## src/rtl/cpc_pkg.sv

```systemverilog
package cpc_pkg;
    localparam int REG_AW   = 4;
    localparam int ADDR_W   = 32;
    localparam int BASE_LSB = 5;
    localparam int BASE_W   = 29 - BASE_LSB;

    typedef struct packed {
        logic              brk;
        logic              frv;
        logic [ADDR_W-1:0] fra;
        logic              lrv;
        logic [ADDR_W-1:0] lra;
    } out_t;

    function automatic logic in_code(input logic [ADDR_W-1:0] a);
        return a[31:29] == 3'b000;
    endfunction
endpackage

```

## src/rtl/cpc_regfile.sv

```systemverilog
module cpc_regfile
    import cpc_pkg::*;
#(
    parameter int NUM_INSN = 4,
    parameter int NUM_LIT  = 2,
    parameter int VERSION  = 1,
    parameter bit REMAP_OK = 1'b1
) (
    input  logic                                clk,
    input  logic                                rst_n,
    input  logic                                reg_we,
    input  logic [REG_AW-1:0]                   reg_addr,
    input  logic [31:0]                         reg_wdata,
    output logic [31:0]                         reg_rdata,
    output logic                                glob_en,
    output logic                                brk_mode,
    output logic [BASE_W-1:0]                   remap_base,
    output logic [NUM_INSN+NUM_LIT-1:0][31:0]   comp_cfg
);
    localparam int NCMP = NUM_INSN + NUM_LIT;

    typedef struct packed {
        logic                  en;
        logic                  bm;
        logic [BASE_W-1:0]     base;
        logic [NCMP-1:0][31:0] cmp;
    } rf_t;

    rf_t rf_d, rf_q;

    always_comb begin
        rf_d = rf_q;
        if (reg_we) begin
            if (reg_addr == REG_AW'(0)) begin
                rf_d.en = reg_wdata[0];
                rf_d.bm = reg_wdata[1];
            end else if (reg_addr == REG_AW'(1)) begin
                rf_d.base = reg_wdata[28:BASE_LSB];
            end
            for (int i = 0; i < NCMP; i++) begin
                if (reg_addr == REG_AW'(i + 2)) rf_d.cmp[i] = reg_wdata;
            end
        end
    end

    always_ff @(posedge clk or negedge rst_n) begin
        if (!rst_n) rf_q <= '0;
        else        rf_q <= rf_d;
    end

    always_comb begin
        reg_rdata = '0;
        if (reg_addr == REG_AW'(0)) begin
            reg_rdata[0]     = rf_q.en;
            reg_rdata[1]     = rf_q.bm;
            reg_rdata[7:4]   = 4'(NUM_INSN);
            reg_rdata[11:8]  = 4'(NUM_LIT);
            reg_rdata[31:28] = 4'(VERSION);
        end else if (reg_addr == REG_AW'(1)) begin
            reg_rdata[29]          = REMAP_OK;
            reg_rdata[28:BASE_LSB] = rf_q.base;
        end
        for (int i = 0; i < NCMP; i++) begin
            if (reg_addr == REG_AW'(i + 2)) reg_rdata = rf_q.cmp[i];
        end
    end

    assign glob_en    = rf_q.en;
    assign brk_mode   = rf_q.bm;
    assign remap_base = rf_q.base;
    assign comp_cfg   = rf_q.cmp;

    // a control write sets the global enable seen by the comparators
    a_r3_ctrl_write: assert property (@(posedge clk) disable iff (!rst_n)
        (reg_we && reg_addr == REG_AW'(0)) |=> (glob_en == $past(reg_wdata[0])));
endmodule

```

## src/rtl/cpc_unit.sv

```systemverilog
module cpc_unit
    import cpc_pkg::*;
#(
    parameter int VERSION = 1,
    parameter bit IS_LIT  = 1'b0
) (
    input  logic              glob_en,
    input  logic              brk_mode,
    input  logic [31:0]       cfg,
    input  logic              vld,
    input  logic [ADDR_W-1:0] addr,
    output logic              hit,
    output logic              hit_brk
);
    logic active;
    logic word_eq;

    assign active  = glob_en && cfg[0] && vld && in_code(addr);
    assign word_eq = cfg[28:2] == addr[28:2];

    generate
        if (IS_LIT) begin : g_lit
            assign hit     = active && word_eq;
            assign hit_brk = 1'b0;
        end else if (VERSION == 1) begin : g_v1
            logic [1:0] sel;
            logic       half_ok;
            assign sel = cfg[31:30];
            always_comb begin
                case (sel)
                    2'b01:   half_ok = !addr[1];
                    2'b10:   half_ok = addr[1];
                    default: half_ok = 1'b1;
                endcase
            end
            assign hit     = active && word_eq && half_ok;
            assign hit_brk = sel != 2'b00;
        end else begin : g_v2
            logic half_eq;
            assign half_eq = cfg[31:1] == addr[31:1];
            assign hit     = active && (brk_mode ? half_eq : word_eq);
            assign hit_brk = brk_mode;
        end
    endgenerate
endmodule

```

## src/rtl/cpc_pick.sv

```systemverilog
module cpc_pick
    import cpc_pkg::*;
#(
    parameter int NUM_INSN = 4,
    parameter int NUM_LIT  = 2,
    parameter bit REMAP_OK = 1'b1
) (
    input  logic                clk,
    input  logic                rst_n,
    input  logic [NUM_INSN-1:0] f_hit,
    input  logic [NUM_INSN-1:0] f_brk,
    input  logic [NUM_LIT-1:0]  l_hit,
    input  logic                fetch_vld,
    input  logic [ADDR_W-1:0]   fetch_addr,
    input  logic                lit_vld,
    input  logic [ADDR_W-1:0]   lit_addr,
    input  logic [BASE_W-1:0]   remap_base,
    output out_t                res
);
    localparam int IDX_W = $clog2(NUM_INSN + NUM_LIT + 1);

    out_t             q_d, q_q;
    logic             f_any, f_isbrk, l_any;
    logic [IDX_W-1:0] f_idx, l_idx;
    logic [31:0]      base_addr;

    assign base_addr = {3'b000, remap_base, {BASE_LSB{1'b0}}};

    always_comb begin
        f_any   = 1'b0;
        f_isbrk = 1'b0;
        f_idx   = '0;
        for (int i = NUM_INSN - 1; i >= 0; i--) begin
            if (f_hit[i]) begin
                f_any   = 1'b1;
                f_isbrk = f_brk[i];
                f_idx   = IDX_W'(i);
            end
        end
        l_any = 1'b0;
        l_idx = '0;
        for (int j = NUM_LIT - 1; j >= 0; j--) begin
            if (l_hit[j]) begin
                l_any = 1'b1;
                l_idx = IDX_W'(NUM_INSN + j);
            end
        end
    end

    always_comb begin
        q_d     = '0;
        q_d.brk = f_any && f_isbrk;
        q_d.frv = f_any && !f_isbrk && REMAP_OK;
        q_d.fra = base_addr + {f_idx, 2'b00} + {30'd0, fetch_addr[1:0]};
        q_d.lrv = l_any && REMAP_OK;
        q_d.lra = base_addr + {l_idx, 2'b00} + {30'd0, lit_addr[1:0]};
    end

    always_ff @(posedge clk or negedge rst_n) begin
        if (!rst_n) q_q <= '0;
        else        q_q <= q_d;
    end

    assign res = q_q;

    // no fetch strobe, no fetch result next cycle
    a_r11_fetch_quiet: assert property (@(posedge clk) disable iff (!rst_n)
        !fetch_vld |=> (!q_q.brk && !q_q.frv));
    // no literal strobe, no literal result next cycle
    a_r11_lit_quiet: assert property (@(posedge clk) disable iff (!rst_n)
        !lit_vld |=> !q_q.lrv);
    // out-of-region fetch stays silent
    a_r2_fetch_region: assert property (@(posedge clk) disable iff (!rst_n)
        (fetch_vld && fetch_addr[31:29] != 3'b000) |=> (!q_q.brk && !q_q.frv));
    // out-of-region literal stays silent
    a_r2_lit_region: assert property (@(posedge clk) disable iff (!rst_n)
        (lit_vld && lit_addr[31:29] != 3'b000) |=> !q_q.lrv);
    // remapped fetch keeps its byte offset
    a_r5_fetch_offset: assert property (@(posedge clk) disable iff (!rst_n)
        q_q.frv |-> (q_q.fra[1:0] == $past(fetch_addr[1:0])));
    // one winner decides the fetch, never both actions
    a_r10_one_action: assert property (@(posedge clk) disable iff (!rst_n)
        $onehot0({q_q.brk, q_q.frv}));

    generate
        if (!REMAP_OK) begin : g_norm
            // without remap support nothing is redirected
            a_r9_no_remap: assert property (@(posedge clk) disable iff (!rst_n)
                !(q_q.frv || q_q.lrv));
        end
    endgenerate
endmodule

```

## src/rtl/code_patch_cmp.sv

```systemverilog
module code_patch_cmp
    import cpc_pkg::*;
#(
    parameter int NUM_INSN = 4,
    parameter int NUM_LIT  = 2,
    parameter int VERSION  = 1,
    parameter bit REMAP_OK = 1'b1
) (
    input  logic        clk,
    input  logic        rst_n,
    input  logic        reg_we,
    input  logic [3:0]  reg_addr,
    input  logic [31:0] reg_wdata,
    output logic [31:0] reg_rdata,
    input  logic        fetch_vld,
    input  logic [31:0] fetch_addr,
    input  logic        lit_vld,
    input  logic [31:0] lit_addr,
    output logic        fetch_remap_vld,
    output logic [31:0] fetch_remap_addr,
    output logic        lit_remap_vld,
    output logic [31:0] lit_remap_addr,
    output logic        brk_req
);
    localparam int NCMP = NUM_INSN + NUM_LIT;

    logic                  glob_en, brk_mode;
    logic [BASE_W-1:0]     remap_base;
    logic [NCMP-1:0][31:0] comp_cfg;
    logic [NUM_INSN-1:0]   f_hit, f_brk;
    logic [NUM_LIT-1:0]    l_hit, l_brk_unused;
    out_t                  res;

    cpc_regfile #(
        .NUM_INSN(NUM_INSN), .NUM_LIT(NUM_LIT),
        .VERSION(VERSION), .REMAP_OK(REMAP_OK)
    ) u_rf (
        .clk(clk), .rst_n(rst_n), .reg_we(reg_we), .reg_addr(reg_addr),
        .reg_wdata(reg_wdata), .reg_rdata(reg_rdata), .glob_en(glob_en),
        .brk_mode(brk_mode), .remap_base(remap_base), .comp_cfg(comp_cfg)
    );

    generate
        for (genvar i = 0; i < NUM_INSN; i++) begin : g_insn
            cpc_unit #(.VERSION(VERSION), .IS_LIT(1'b0)) u_cmp (
                .glob_en(glob_en), .brk_mode(brk_mode), .cfg(comp_cfg[i]),
                .vld(fetch_vld), .addr(fetch_addr),
                .hit(f_hit[i]), .hit_brk(f_brk[i])
            );
        end
        for (genvar j = 0; j < NUM_LIT; j++) begin : g_lit
            cpc_unit #(.VERSION(VERSION), .IS_LIT(1'b1)) u_cmp (
                .glob_en(glob_en), .brk_mode(brk_mode), .cfg(comp_cfg[NUM_INSN+j]),
                .vld(lit_vld), .addr(lit_addr),
                .hit(l_hit[j]), .hit_brk(l_brk_unused[j])
            );
        end
    endgenerate

    cpc_pick #(.NUM_INSN(NUM_INSN), .NUM_LIT(NUM_LIT), .REMAP_OK(REMAP_OK)) u_pick (
        .clk(clk), .rst_n(rst_n), .f_hit(f_hit), .f_brk(f_brk), .l_hit(l_hit),
        .fetch_vld(fetch_vld), .fetch_addr(fetch_addr),
        .lit_vld(lit_vld), .lit_addr(lit_addr),
        .remap_base(remap_base), .res(res)
    );

    assign brk_req          = res.brk;
    assign fetch_remap_vld  = res.frv;
    assign fetch_remap_addr = res.fra;
    assign lit_remap_vld    = res.lrv;
    assign lit_remap_addr   = res.lra;

    // literal comparators carry no breakpoint action
    a_r8_lit_no_brk: assert property (@(posedge clk) disable iff (!rst_n)
        !fetch_vld |=> !brk_req);
endmodule

```

## config.mk

```make
export PLATFORM = sky130hd
export DESIGN_NAME = code_patch_cmp
export DESIGN_NICKNAME = d
export VERILOG_FILES = /design/src/rtl/cpc_pkg.sv /design/src/rtl/cpc_regfile.sv /design/src/rtl/cpc_unit.sv /design/src/rtl/cpc_pick.sv /design/src/rtl/code_patch_cmp.sv
export SDC_FILE = /design/constraint.sdc
export NUM_CORES = 1
export LEC_CHECK = 0
export CAP_MARGIN = 20
export CORE_MARGIN = 4
export CORE_UTILIZATION = 45
export DETAILED_ROUTE_END_ITERATION = 6
export MAX_ROUTING_LAYER = met4
export PLACE_DENSITY = 0.69
export SLEW_MARGIN = 20
export SYNTH_ARGS = -nofsm -noshare
export SYNTH_HDL_FRONTEND = slang
export SYNTH_SLANG_ARGS = --single-unit
export TNS_END_PERCENT = 30
```

## constraint.sdc

```tcl
create_clock -name clk -period 6.35 [get_ports clk]
set_input_delay 1.27 -clock clk [delete_from_list [all_inputs] [get_ports clk]]
set_output_delay 1.27 -clock clk [all_outputs]
set_load 0.05 [all_outputs]
```

== After elaboration in Yosys (flattened, before gate mapping) ==
Index checks and enable logic that the tools add are counted.

* Add/subtract/negate cells: 4
* $mul: 0
* Divide/modulo/power cells: 0
* Magnitude comparators: 0
* Equal/unequal tests: 21
* Shifts and indexed selects: 0
* Muxes and demuxes: 31
* Bitwise logic cells: 1
* Reductions and logical operators: 47

{| class="wikitable"
|+ Operators by type and width
! kind !! count
|-
| 32-bit two-way mux || 6
|-
| 27-bit == test || 6
|-
| 32-bit by 2-bit adder with 32-bit output || 2
|-
| 29-bit by 5-bit adder with 30-bit output || 2
|-
| 1-bit logical AND || 30
|-
| 25-bit two-way mux || 1
|-
| 4-bit by 3-bit == test with 1-bit output, second input constant || 4
|-
| 16-bit two-way mux || 1
|-
| 3-bit two-way mux || 5
|-
| 2-bit AND reduction || 7
|-
| 1-bit two-way mux || 10
|-
| 2-bit by 1-bit == test with 1-bit output, second input constant || 4
|-
| 2-bit == test, second input constant || 4
|-
| 4-bit by 2-bit == test with 1-bit output, second input constant || 2
|-
| 1-bit one-hot mux with 2 select lines || 4
|-
| 2-bit nonzero test || 4
|-
| 7-bit two-way mux || 1
|-
| 3-bit zero test || 2
|-
| 2-bit two-way mux || 3
|-
| 4-bit by 1-bit == test with 1-bit output, second input constant || 1
|-
| 4-bit zero test || 1
|-
| 3-bit AND reduction || 1
|-
| 1-bit zero test || 2
|-
| 1-bit inverter || 1
|}

* Bits in registers: 285
* Latch bits: 0
* Memory bits (writable): 0
* ROM bits: 0
* Output and inout port bits: 99
* Memories kept: 0

== Longest topological paths before layout ==
* Word-level depth: 11
* Mapped depth: 9

== By module ==
Synthesis repeated with hierarchy kept, for this count alone.

* Cell total of the unflattened synthesis: 1113
* Area, all modules: 13374.1 um^2

{| class="wikitable"
|+ Modules (own cells, without submodules)
! module !! instances !! cells each !! area an instance (um^2) !! sequential area each (um^2)
|-
| cpc_regfile || 1 || 761 || 9944.5 || 5455.2
|-
| cpc_unit at g_insn[0].u_cmp ... || 4 || 47 || 391.6 || 0.0
|-
| cpc_pick || 1 || 84 || 1214.9 || 850.8
|-
| cpc_unit at g_lit[0].u_cmp ... || 2 || 40 || 324.1 || 0.0
|}

== Least setup slack after synthesis ==
Ideal clock, no wire load.

* Path kind: input-to-output
* Start point: input reg_addr[3]
* End point: output reg_rdata[30]
* Data arrival time: 3113 ps
* Required time: 5080 ps
* Slack: 1967 ps
* Stages: 6
* Cell sequence: buf_2 > nor4b_2 > clkbuf_1 > a22o_1 > a221oi_1 > a21oi_1

* Cells in the longest elaborated chain, start to end: 7
* Elaborated cells between the ends (all ways): 12
* Classes of those cells: eq/ne: 6; mux: 6

{| class="wikitable"
|+ Ends and longest elaborated chain
! what !! RTL line !! source
|-
| start: declaration || code_patch_cmp.sv:12 || <nowiki>input logic [3:0] reg_addr,</nowiki>
|-
| 4-bit by 2-bit == test with 1-bit output || cpc_regfile.sv:64 || <nowiki>if (reg_addr == REG_AW'(i + 2)) reg_rdata = rf_q.cmp[i];</nowiki>
|-
| 32-bit two-way mux (5 in a row) || cpc_regfile.sv:64 ||
|-
| 32-bit two-way mux (*) || cpc_regfile.sv:64 ||
|-
| end: declaration || code_patch_cmp.sv:14 || <nowiki>output logic [31:0] reg_rdata,</nowiki>
|}

Mark *: on every way between the ends. The rest lies on a longest branch, timed or not.

== Worst setup path after layout ==
* Start point: input reg_addr[3]
* End point: output reg_rdata[10]

* Cells in the longest elaborated chain, start to end: 9
* Elaborated cells between the ends (all ways): 16
* Classes of those cells: eq/ne: 7; mux: 8; reduce/logical: 1

{| class="wikitable"
|+ Ends and longest elaborated chain
! what !! RTL line !! source
|-
| 4-bit by 1-bit == test with 1-bit output || cpc_regfile.sv:59 || <nowiki>end else if (reg_addr == REG_AW'(1)) begin</nowiki>
|-
| 25-bit two-way mux || cpc_regfile.sv:59 ||
|-
| 7-bit two-way mux || cpc_regfile.sv:53 || <nowiki>if (reg_addr == REG_AW'(0)) begin</nowiki>
|-
| 32-bit two-way mux (5 in a row) || cpc_regfile.sv:64 ||
|-
| 32-bit two-way mux (*) || cpc_regfile.sv:64 ||
|}

Marks and branches as above.

==> flow_summary.yaml <==
power_and_ir_drop:
  vdd_drop_max_mv: 0.225
  leakage_nw: 6.89
  power_density_nw_per_um2: 355
sta:
  slew_violations: 0
  tns_ps: 0
  maxSlewHeadroom_pct: 28.0
  min_period_over_period_pct: 87.7
  finalSetupViolations: 0
  fmax_mhz: 180
  fin_crit_ps: 5570
  finalWorstSetupSlack_ps: 781
  max_slew.worst_pin.slew_ps: 1080
  rsz0062_at_grt: "false"
  hold_violations: 0
  skew_ps: 13.3
finish:
  final_util_pct: 57.5
  postLayoutCellArea_um2: 16200
  synthToLayoutAreaGrowth_pct: 24.5
  multiInputGateArea_um2: 6210
  final_nets: 1360
  fill_cells: 2289
  layout-drive-gt1-share_pct: 25.9
  layout_commonest_cell: "dfrtp_1"
  final-seq-area_um2: 6310
  layout_common_cells: "dfrtp_1 (252), mux2_2 (243), clkdlybuf4s50_1 (192)"
worst_setup_path:
  r2r_cells: 6
  critPathCapture: "reg_rdata[10]"
  ff2ff_setup_slack_ps: 3760
  regToRegStartpoint: "u_rf.comp_cfg[54]$_DFFE_PN0P_"
  cpMaxStageDelayCell: "clkdlybuf4s50_1"
  worst_ep_arrival_time_ps: 4300
  critical_path_depth: 7
  critPathBufInv: 2
  max_stage_delay_ps: 800
  end_kind: "output port"
  crit_family: "buffers and inverters"
  critPathLaunch: "reg_addr[3]"
  crit_type: "in2out"
  cp_max_fo: 45
  critPathRequiredTime_ps: 5080
  start_kind: "input pin"
  crit_chain: "clkdlybuf4s50_1 > nor2b_1 > nand2_1 > or2_2 > o21ai_0 > nand2_1 > clkdlybuf4s50_1"
  worstReg2RegEnd: "u_pick.res[66]$_DFF_PN0_"
run_status:
  status: "finished with violations"
  violations: "design-rule violations"
detailed_routing:
  wl_met2_um: 19400
  met3WireLength_um: 3610
  routedWlPerCell_um: 25.2
  drc: 7
  ant_nets: 0
  top_layer_used: "met4"
  via_per_inst: 5.84
  vias: 9594
  first_pass_iters: 7
  routed_wl_um: 41400
  wl_met1_um: 16900
  drt_iter0_drc: 990
hold_path:
  holdPathStages: 0
  hp-class: "reg2reg"
grt:
  grt_max_degree: 165
  grt_first_pass_wirelength_um: 61900
  grt_pass1_vias: 9679
  grt_overflow_total: 0
  antenna_found_initial: 1
  grt_usage_pct: 26.8
logic_synthesis:
  ys.flop_type: "dfrtp_1"
  yosysSeqAreaShare_pct: 48.5
  synth_edf_count: 0
  syn_avg_cell_area_um2: 12.1
  ys_seq_elements: 252
  synth_cell_types: 48
  synth_warnings: 0
  synthCells: 1074
  synth.cell_area_um2: 13000
  synthArstFlopShare_pct: 100
die:
  io_pins: 204
  die_w_um: 178
  fp-row-count: 61
  start_util_pct: 46.2
  coreArea_um2: 28200
  die_h_um: 178
  dieArea_um2: 31700
clocking:
  numCtsBuffers: 28
  htree_levels: 1
  cts_tree: "built"
  cts_root_buf: "clkbuf_16"
  insertion_delay_ps: 540
  cts_setup_buffers: 0
  cts_sinks: 252
  cts_resized: 0
  clk_path_buf_depth: 3
  path_clk_slew_ps: 60
  holdBufCountCts: 0
placed_design:
  dp_hpwl_um: 29700
  io_buffers: 195
  place_area_um2: 15200
  gp_congestion: 0.984
  dp_slack_ps: 792
job:
  maxCapViolations: 0
[worst reg2reg max path: cells and delay by family (launching register included)]
| family | cells | cell delay, ps |
|---|---|---|
| xor+xnor | 1 | 450 |
| simple gates | 4 | 1390 |
| compound gates | 1 | 250 |
| flops | 1 | 400 |
[metrics by stage]
stage	cells	hold WS, ps	power [mW]
after floorplan	1081	365	3.35
after global placement	1591	382	3.95
after detailed placement	1591	383	3.98
after CTS	1643	401	5.76
after global routing	1644	404	5.97
final	1644	399	5.75
[state kept, by name, summed over array words and instances (netlist names)]
name / cells
u_pick.res: 34
u_rf.brk_mode: 1
u_rf.comp_cfg: 192
u_rf.glob_en: 1
u_rf.remap_base: 24
[kinds of logic after synthesis]
| group | Yosys count | synth area share (%) |
|---|---|---|
| XOR/XNOR | 163 | 11.0 |
| AO/OA/AOI/OAI | 112 | 6.39 |
| flip-flops | 252 | 48.5 |
| other | 1 | 0.0288 |
| multiplexers | 250 | 21.7 |
| adder cells (fa/ha/maj) | 12 | 1.16 |
| buffers and inverters | 99 | 4.13 |
| AND/OR/NAND/NOR | 185 | 7.10 |
[synthesized netlist by cell type (all sizes together), types with 2 or more instances]
library cell / n / area, um^2
dfrtp: 252 / 6310
mux2: 244 / 2750
xnor2: 114 / 998
nand2: 96 / 360
buf: 61 / 394
xor2: 49 / 429
o21ai: 36 / 180
nand4: 35 / 219
a222oi: 27 / 270
a22o: 25 / 219
clkbuf: 23 / 86.3
nor4: 20 / 131
inv: 15 / 56.3
ha: 12 / 150
nor2: 11 / 48.8
a21oi: 10 / 50.1
nand3: 6 / 30.0
mux2i: 5 / 50.1
a31oi: 4 / 25.0
and2: 3 / 20.0
or2: 3 / 18.8
a22oi: 2 / 15.0
nor2b: 2 / 12.5
nor4b: 2 / 30.0
o211ai: 2 / 15.0
or3: 2 / 17.5
[routing by layer]
metal	vias to the layer above	GRT usage, %
met1	4895	35.4
met2	448	41.4
met3	91	6.39
li1	4160	-
met5	-	-
met4	0	7.99
[report_power, final]
part / switching [mW] / internal (mW)
clock network: 0.672 / 1.10
logic: 0.940 / 0.735
registers: 0.336 / 1.97
total: 1.95 / 3.80
[final cells by class]
class	count	share of cell area, %
timing repair buffer	216	13.1
tap	378	2.92
antenna	1	0.0155
sequential	252	39.0
clock inverter	10	0.959
clock buffer	42	5.34
multi-input combinational	730	38.4
inverter	15	0.348
[worst min path at each step]
stage                                to                            start
5_1_grt        u_pick.res[28]$_DFF_PN0_  u_rf.remap_base[23]$_DFFE_PN0P_
4_1_cts        u_pick.res[43]$_DFF_PN0_   u_rf.remap_base[5]$_DFFE_PN0P_
3_3_place_gp   u_pick.res[28]$_DFF_PN0_  u_rf.remap_base[23]$_DFFE_PN0P_
2_1_floorplan  u_pick.res[38]$_DFF_PN0_   u_rf.remap_base[0]$_DFFE_PN0P_
6_report       u_pick.res[46]$_DFF_PN0_   u_rf.remap_base[8]$_DFFE_PN0P_
3_5_place_dp   u_pick.res[46]$_DFF_PN0_   u_rf.remap_base[8]$_DFFE_PN0P_
Note: power is estimated with default switching activity, not from simulation.
